--- src/rtl/wts_pkg.sv ---
package wts_pkg;
  // collection phase of the list manager
  typedef enum logic {
    PH_COLLECT = 1'b0,
    PH_COMMIT  = 1'b1
  } phase_t;
endpackage

--- src/rtl/wts_key_min.sv ---
module wts_key_min #(
  parameter int KW = 16
) (
  input  logic [KW-1:0] a,
  input  logic [KW-1:0] b,
  output logic [KW-1:0] y
);
  // ranking key: the weaker of the two orderings
  assign y = (a < b) ? a : b;
endmodule

--- src/rtl/wts_sort_list.sv ---
module wts_sort_list #(
  parameter int NH  = 5,
  parameter int KW  = 16,
  parameter int IW  = 6,
  parameter int NDC = 52
) (
  input  logic          clk,
  input  logic          rst_n,
  input  logic          clr,
  input  logic          ins_valid,
  input  logic [KW-1:0] ins_key,
  input  logic [IW-1:0] ins_idx,
  output logic [NH-1:0] vld_o,
  output logic [IW-1:0] idx_o [NH]
);
  localparam logic [IW:0] NDC_L = (IW+1)'(NDC);

  logic [NH-1:0] vld_q;
  logic [KW-1:0] key_q [NH];
  logic [IW-1:0] idx_q [NH];
  logic [NH-1:0] take;
  logic          ins_ok;

  // out-of-range indices never enter the list
  assign ins_ok = ins_valid && ({1'b0, ins_idx} < NDC_L);

  // take[i]: the new key belongs at or above slot i. Strict compare puts
  // the newcomer behind equal keys, so the earlier carrier ranks lower.
  for (genvar i = 0; i < NH; i++) begin : g_cmp
    assign take[i] = ins_ok && (!vld_q[i] || (ins_key < key_q[i]));
  end

  for (genvar i = 0; i < NH; i++) begin : g_slot
    if (i == 0) begin : g_head
      always_ff @(posedge clk or negedge rst_n) begin
        if (!rst_n) begin
          vld_q[i] <= 1'b0;
          key_q[i] <= '0;
          idx_q[i] <= '0;
        end else if (clr) begin
          vld_q[i] <= 1'b0;
        end else if (take[i]) begin
          vld_q[i] <= 1'b1;
          key_q[i] <= ins_key;
          idx_q[i] <= ins_idx;
        end
      end
    end else begin : g_body
      always_ff @(posedge clk or negedge rst_n) begin
        if (!rst_n) begin
          vld_q[i] <= 1'b0;
          key_q[i] <= '0;
          idx_q[i] <= '0;
        end else if (clr) begin
          vld_q[i] <= 1'b0;
        end else if (take[i]) begin
          if (take[i-1]) begin
            // shift the entry above down by one place
            vld_q[i] <= vld_q[i-1];
            key_q[i] <= key_q[i-1];
            idx_q[i] <= idx_q[i-1];
          end else begin
            vld_q[i] <= 1'b1;
            key_q[i] <= ins_key;
            idx_q[i] <= ins_idx;
          end
        end
      end


      sorted_order_chk: assert property (@(posedge clk) disable iff (!rst_n)
        vld_q[i] |-> (vld_q[i-1] && (key_q[i-1] <= key_q[i])));
    end
    assign idx_o[i] = idx_q[i];
  end

  assign vld_o = vld_q;


  list_clear_chk: assert property (@(posedge clk) disable iff (!rst_n)
    clr |=> (vld_q == '0));


  tie_no_evict_chk: assert property (@(posedge clk) disable iff (!rst_n)
    (!clr && ins_valid && vld_q[NH-1] && (ins_key >= key_q[NH-1]))
      |=> ($stable(key_q[NH-1]) && $stable(idx_q[NH-1])));


  fill_chk: assert property (@(posedge clk) disable iff (!rst_n)
    (!clr && ins_ok && !vld_q[NH-1]) |=> ($countones(vld_q) == $countones($past(vld_q)) + 1));
endmodule

--- src/rtl/wts_flag_map.sv ---
module wts_flag_map #(
  parameter int NDC = 52,
  parameter int NH  = 5,
  parameter int IW  = 6
) (
  input  logic          clk,
  input  logic          rst_n,
  input  logic          clr,
  input  logic          commit,
  input  logic [NH-1:0] vld,
  input  logic [IW-1:0] idx [NH],
  input  logic [IW-1:0] rd_idx,
  output logic          rd_flag
);
  localparam int SPAN = 1 << IW;

  logic [NDC-1:0]  hit;
  logic [NDC-1:0]  flag_q;
  logic [SPAN-1:0] flag_pad;

  // one comparator row per carrier: is any list entry pointing here
  for (genvar c = 0; c < NDC; c++) begin : g_carrier
    logic [NH-1:0] match;
    for (genvar j = 0; j < NH; j++) begin : g_entry
      assign match[j] = vld[j] && (idx[j] == IW'(c));
    end
    assign hit[c] = |match;
  end

  always_ff @(posedge clk or negedge rst_n) begin
    if (!rst_n) begin
      flag_q <= '0;
    end else if (clr) begin
      flag_q <= '0;
    end else if (commit) begin
      flag_q <= hit;
    end
  end

  // zero-extended copy: indices past NDC read as reduced search
  assign flag_pad = SPAN'(flag_q);
  assign rd_flag  = flag_pad[rd_idx];


  flag_count_chk: assert property (@(posedge clk) disable iff (!rst_n)
    $countones(flag_q) <= NH);


  flag_clear_chk: assert property (@(posedge clk) disable iff (!rst_n)
    clr |=> (flag_q == '0));


  flag_hold_chk: assert property (@(posedge clk) disable iff (!rst_n)
    (!clr && !commit) |=> $stable(flag_q));
endmodule

--- src/rtl/weak_tone_selector.sv ---
module weak_tone_selector
  import wts_pkg::*;
#(
  parameter int NDC = 52,
  parameter int NH  = 5,
  parameter int KW  = 16,
  parameter int IW  = $clog2(NDC)
) (
  input  logic          clk,
  input  logic          rst_n,
  input  logic          pkt_start,
  input  logic          in_valid,
  output logic          in_ready,
  input  logic          in_last,
  input  logic [IW-1:0] in_idx,
  input  logic [KW-1:0] in_key_a,
  input  logic [KW-1:0] in_key_b,
  output logic          done,
  input  logic [IW-1:0] rd_idx,
  output logic          rd_flag
);
  phase_t        phase_q;
  logic          done_q;
  logic          accept;
  logic          commit;
  logic [KW-1:0] key;
  logic [NH-1:0] lst_vld;
  logic [IW-1:0] lst_idx [NH];

  // the list takes one sample per clock, so no back-pressure is needed
  assign in_ready = 1'b1;
  assign accept   = in_valid && in_ready && !pkt_start;
  assign commit   = (phase_q == PH_COMMIT) && !pkt_start;

  wts_key_min #(.KW(KW)) u_min (
    .a (in_key_a),
    .b (in_key_b),
    .y (key)
  );

  wts_sort_list #(.NH(NH), .KW(KW), .IW(IW), .NDC(NDC)) u_list (
    .clk       (clk),
    .rst_n     (rst_n),
    .clr       (pkt_start),
    .ins_valid (accept),
    .ins_key   (key),
    .ins_idx   (in_idx),
    .vld_o     (lst_vld),
    .idx_o     (lst_idx)
  );

  wts_flag_map #(.NDC(NDC), .NH(NH), .IW(IW)) u_map (
    .clk     (clk),
    .rst_n   (rst_n),
    .clr     (pkt_start),
    .commit  (commit),
    .vld     (lst_vld),
    .idx     (lst_idx),
    .rd_idx  (rd_idx),
    .rd_flag (rd_flag)
  );

  always_ff @(posedge clk or negedge rst_n) begin
    if (!rst_n) begin
      phase_q <= PH_COLLECT;
      done_q  <= 1'b0;
    end else begin
      done_q <= commit;
      if (pkt_start) begin
        phase_q <= PH_COLLECT;
      end else if (accept && in_last) begin
        phase_q <= PH_COMMIT;
      end else begin
        phase_q <= PH_COLLECT;
      end
    end
  end

  assign done = done_q;


  done_pulse_chk: assert property (@(posedge clk) disable iff (!rst_n)
    done_q |=> !done_q);


  done_after_last_chk: assert property (@(posedge clk) disable iff (!rst_n)
    (in_valid && in_last && !pkt_start) |=> ##1 (done_q || $past(pkt_start)));


  start_blocks_done_chk: assert property (@(posedge clk) disable iff (!rst_n)
    pkt_start |=> !done_q);
endmodule

--- config.mk ---
export PLATFORM = sky130hd
export DESIGN_NAME = weak_tone_selector
export DESIGN_NICKNAME = d
export VERILOG_FILES = /design/src/rtl/wts_pkg.sv /design/src/rtl/wts_key_min.sv /design/src/rtl/wts_sort_list.sv /design/src/rtl/wts_flag_map.sv /design/src/rtl/weak_tone_selector.sv
export SDC_FILE = /design/constraint.sdc
export NUM_CORES = 1
export LEC_CHECK = 0
export ABC_AREA = 0
export BUFFER_PORTS_ARGS = -buffer_cell sky130_fd_sc_hd__buf_2
export CAP_MARGIN = 0
export CORE_ASPECT_RATIO = 1.5
export CORE_MARGIN = 4
export CORE_UTILIZATION = 55
export DETAILED_ROUTE_END_ITERATION = 12
export PLACE_DENSITY_LB_ADDON = 0.3
export RECOVER_POWER = 25
export SKIP_LAST_GASP = 1
export SYNTH_ARGS = -nofsm -noshare
export SYNTH_HDL_FRONTEND = slang
export SYNTH_SLANG_ARGS = --single-unit
--- constraint.sdc ---
create_clock -name clk -period 2.9 [get_ports clk]
set_input_delay 0.29 -clock clk [delete_from_list [all_inputs] [get_ports clk]]
set_output_delay 0.29 -clock clk [all_outputs]
set_load 0.01 [all_outputs]
==> impl_metrics.ini <==
[place]
io_buffers = 50
hpwlAfterDp_um = 29530
place.gp.congestion = 1.018
dpl-instance-area_um2 = 13590

[status]
outcome = finished, violations left
violations = max-capacitance violations, max-slew violations, negative setup slack

[clocking]
cts_sinks = 169
root_buffer = clkbuf_16
tritoncts = built
clk_pin_slew_worst_paths_ns = 0.07
clk-insertion-delay-late_ns = 0.46
clock_path_buffers = 2
cts_max_level = 4
numCtsBuffers = 17

[worst_setup_path]
crit_path_end_kind = flop
max_stage_delay_ns = 0.55
cp-startpoint = in_key_a[9]
rrSetupSlack_ns = -0.55
cp.required_ns = 3.20
path_depth = 20
cp.arrival_ns = 5.07
startpoint_type = input pin
reg2regPathDepth = 11
crit_fanout = 8
cpMostUsedCell = a221o_1
path_buf_inv = 5
worstSetupPathType = in -> reg
critical-path-top-delay-family = compound AO/OA/AOI/OAI gates
worstPathCellList = buf_6 -> ha_4 -> a21oi_4 -> o21ai_1 -> a221o_1 -> or2_4 -> buf_12 -> buf_16 -> mux2_4 -> buf_6 -> ha_4 -> and3_4 -> a221o_1 -> a221o_1 -> nor3_2 -> nor2_2 -> a21o_4 -> buf_12 -> mux2i_1 -> o21ai_1
crit_slowest_cell = a221o_1
r2r-end = u_list.key_q[30]$_DFFE_PN0P_
r2r-start = u_list.key_q[41]$_DFFE_PN0P_

[timing]
hold_violations = 0
setup_viol = 115
tightest_slew_ns = 1.597
holdWs_ns = 0.1192
skew_ns = 0.01545
setup_ws_ns = -1.867
fmax_mhz = 209.8
max-slew-margin-rel = -0.06492
grt_setup_unrepaired = yes
fin_crit_sh = 1.644
report.final.slew_viol_count = 61
finalCriticalPeriod_ns = 4.767

[floorplan]
rows = 66
die-area_um2 = 24870
fp.dieW_um = 130.1
core_um2 = 21880
initial_utilization = 0.5622
die_y_um = 191.2
ios = 52

[routing]
num_vias = 13060
vias_per_cell = 7.361
first_iter_violations = 1592
dr.pass1.iters = 7
wl_per_cell_um = 29.74
drc_errors = 0
ant_nets = 0
wl_um = 52760

[final_layout]
fin_area_um2 = 15910
syn2layout_area_growth_pct = 29.34
n_antenna_cell = 0
fin_nets = 1628
drive_gt1_frac = 0.3229

[synth]
synth-seq-cells = 169
synth_area_per_cell_um2 = 9.060
synthCells = 1358
synth_top_area_share = 0.3437
syn_nets = 1497
ys_warn_count = 0
yosysUniqueCellTypes = 64
synth-main-ff-cell = dfrtp_1
syn_area_um2 = 12300
synthArstFlopShare = 1.000
ys_seq_area_frac = 0.3437
synth_edf_count = 0
synth_area_leader_cell = dfrtp_1
synth_area_leaders = dfrtp_1, ha_1, mux2i_1, nor2_1, a221o_1

[min_path]
whs_path_depth = 2
hold_class = in -> reg
min_from = in_last
hold_end = phase_q$_DFF_PN0_

[pwr]
peakVddDrop_mv = 0.5786
leakagePower_nw = 6.880
powerDensity_nw_per_um2 = 845.0

[job]
cap_violations = 1

[global_route]
antenna_found_initial = 3
grt_pass1_wl_um = 68840
grt_pass1_vias = 12650
gr-usage-all-layers = 0.3583
grt-ovfl-total = 0
grt_max_degree = 62
-- synthesized netlist by cell type (all sizes together), types with 15 or more instances --
library cell    n
o21ai         123
a221o          54
a21oi          41
nor2b          16
nor3           23
mux4           15
inv           106
o22ai          54
nand3          29
o221ai         50
a21o           23
ha             90
mux2           35
dfrtp         169
clkbuf         62
nor2          156
buf            33
nand2         107
mux2i          83
-- routing by layer --
layer,wire [um],global-route usage,up-vias
li1,-,-,5253
met1,16510,0.3658,6245
met2,25610,0.6360,1049
met3,4637,0.06793,506
met4,5965,0.2632,6
met5,33,0,-
-- metrics by stage --
| stage | util | TNS (ns) | setup slack [ns] | power (mW) | std cells |
|---|---|---|---|---|---|
| CTS | 0.6928 | -112.83 | -1.104 | 11.91 | 1760 |
| global placement | 0.6210 | -192.60 | -1.828 | 8.824 | 1691 |
| floorplan | - | -140.51 | -1.308 | 7.236 | 1358 |
| global route | 0.7272 | -169.15 | -1.820 | 13.92 | 1774 |
| finish | 0.7272 | -164.31 | -1.867 | 13.45 | 1774 |
| detailed placement | 0.6210 | -201.11 | -1.940 | 8.997 | 1691 |
-- cell usage in the layout (no fill, tap or decap), types with 6 or more instances in the layout --
cell	instances
a21o_1	22
a21oi_1	21
a21oi_2	18
a221o_1	54
buf_12	24
buf_2	37
buf_4	104
buf_6	24
buf_8	7
clkbuf_16	24
dfrtp_1	168
ha_1	61
ha_4	27
inv_1	96
inv_2	7
mux2_2	15
mux2_4	20
mux2i_1	68
mux2i_2	9
mux2i_4	6
mux4_2	15
nand2_1	76
nand2_2	9
nand2_4	22
nand2b_1	10
nand3_1	27
nand3b_1	9
nand4_1	13
nor2_1	148
nor2_2	8
nor2b_1	15
nor3_1	16
nor3_2	6
o21ai_0	22
o21ai_1	58
o21ai_2	42
o221ai_1	48
o22ai_1	54
-- how the worst max path moves through the flow --
stage	end	slack (ns)
floorplan	u_list.idx_o[24]$_DFFE_PN0P_	-1.31
global placement	u_list.idx_o[1]$_DFFE_PN0P_	-1.83
detailed placement	u_list.key_q[0]$_DFFE_PN0P_	-1.94
CTS	u_list.key_q[54]$_DFFE_PN0P_	-1.10
global route	u_list.key_q[30]$_DFFE_PN0P_	-1.82
finish	u_list.key_q[30]$_DFFE_PN0P_	-1.87
-- where the power goes --
part           total [mW]  switching [mW]  internal, mW  leakage (nW)
sequential           4.06            1.01          3.05          2.20
clock                2.39            1.08          1.32         0.285
combinational        6.99            4.06          2.93          4.40
-- worst reg2reg max path: stages (launching register included) --
cell and delay, ns:
dfrtp_1 0.42, inv_1 0.15, ha_4 0.23, and3_4 0.18, a221o_1 0.31, a221o_1 0.55, nor3_2 0.36, nor2_2 0.12
a21o_4 0.25, buf_12 0.17, mux2i_1 0.16, o21ai_1 0.40
-- repair_timing --
| action | 4_1_cts | 5_1_grt |
|---|---|---|
| setup buffers | 30 | 11 |
| endpoints found under the hold margin | 58 | 0 |
| endpoints found under the setup margin | 115 | 115 |
| gates cloned | 6 | 9 |
| resized for setup | 110 | 136 |
| hold buffers | 1 | 0 |
| pin swaps | 44 | 62 |
-- cells by family (layout without fill, tap and decap cells) --
family,Yosys count,in the layout,share of synthesized area
flops,169,169,0.3437
fa+ha+maj,90,90,0.09153
simple gates,395,395,0.1494
mux,133,133,0.1270
other cells,1,1,0.0003048
compound gates,369,369,0.2131
buf+inv,201,345,0.07495
-- area by class of cell --
type                            instances  area (um2)
Fill cell                            1389        5971
Clock buffer                           19       442.9
Tap cell                              272       340.3
Inverter                              106       415.4
Multi-Input combinational cell        988        8259
Timing Repair Buffer                  207        2067
Sequential cell                       169        4230
Clock inverter                         13       157.7
-- flip-flops by register name, summed over array words and instances, names as in the netlist --
| name | count |
|---|---|
| u_list.idx_o | 30 |
| u_map.flag_q | 52 |
| u_list.vld_o | 5 |
| phase_q | 1 |
| done | 1 |
| u_list.key_q | 80 |
Note: power is estimated with default switching activity, not from simulation.
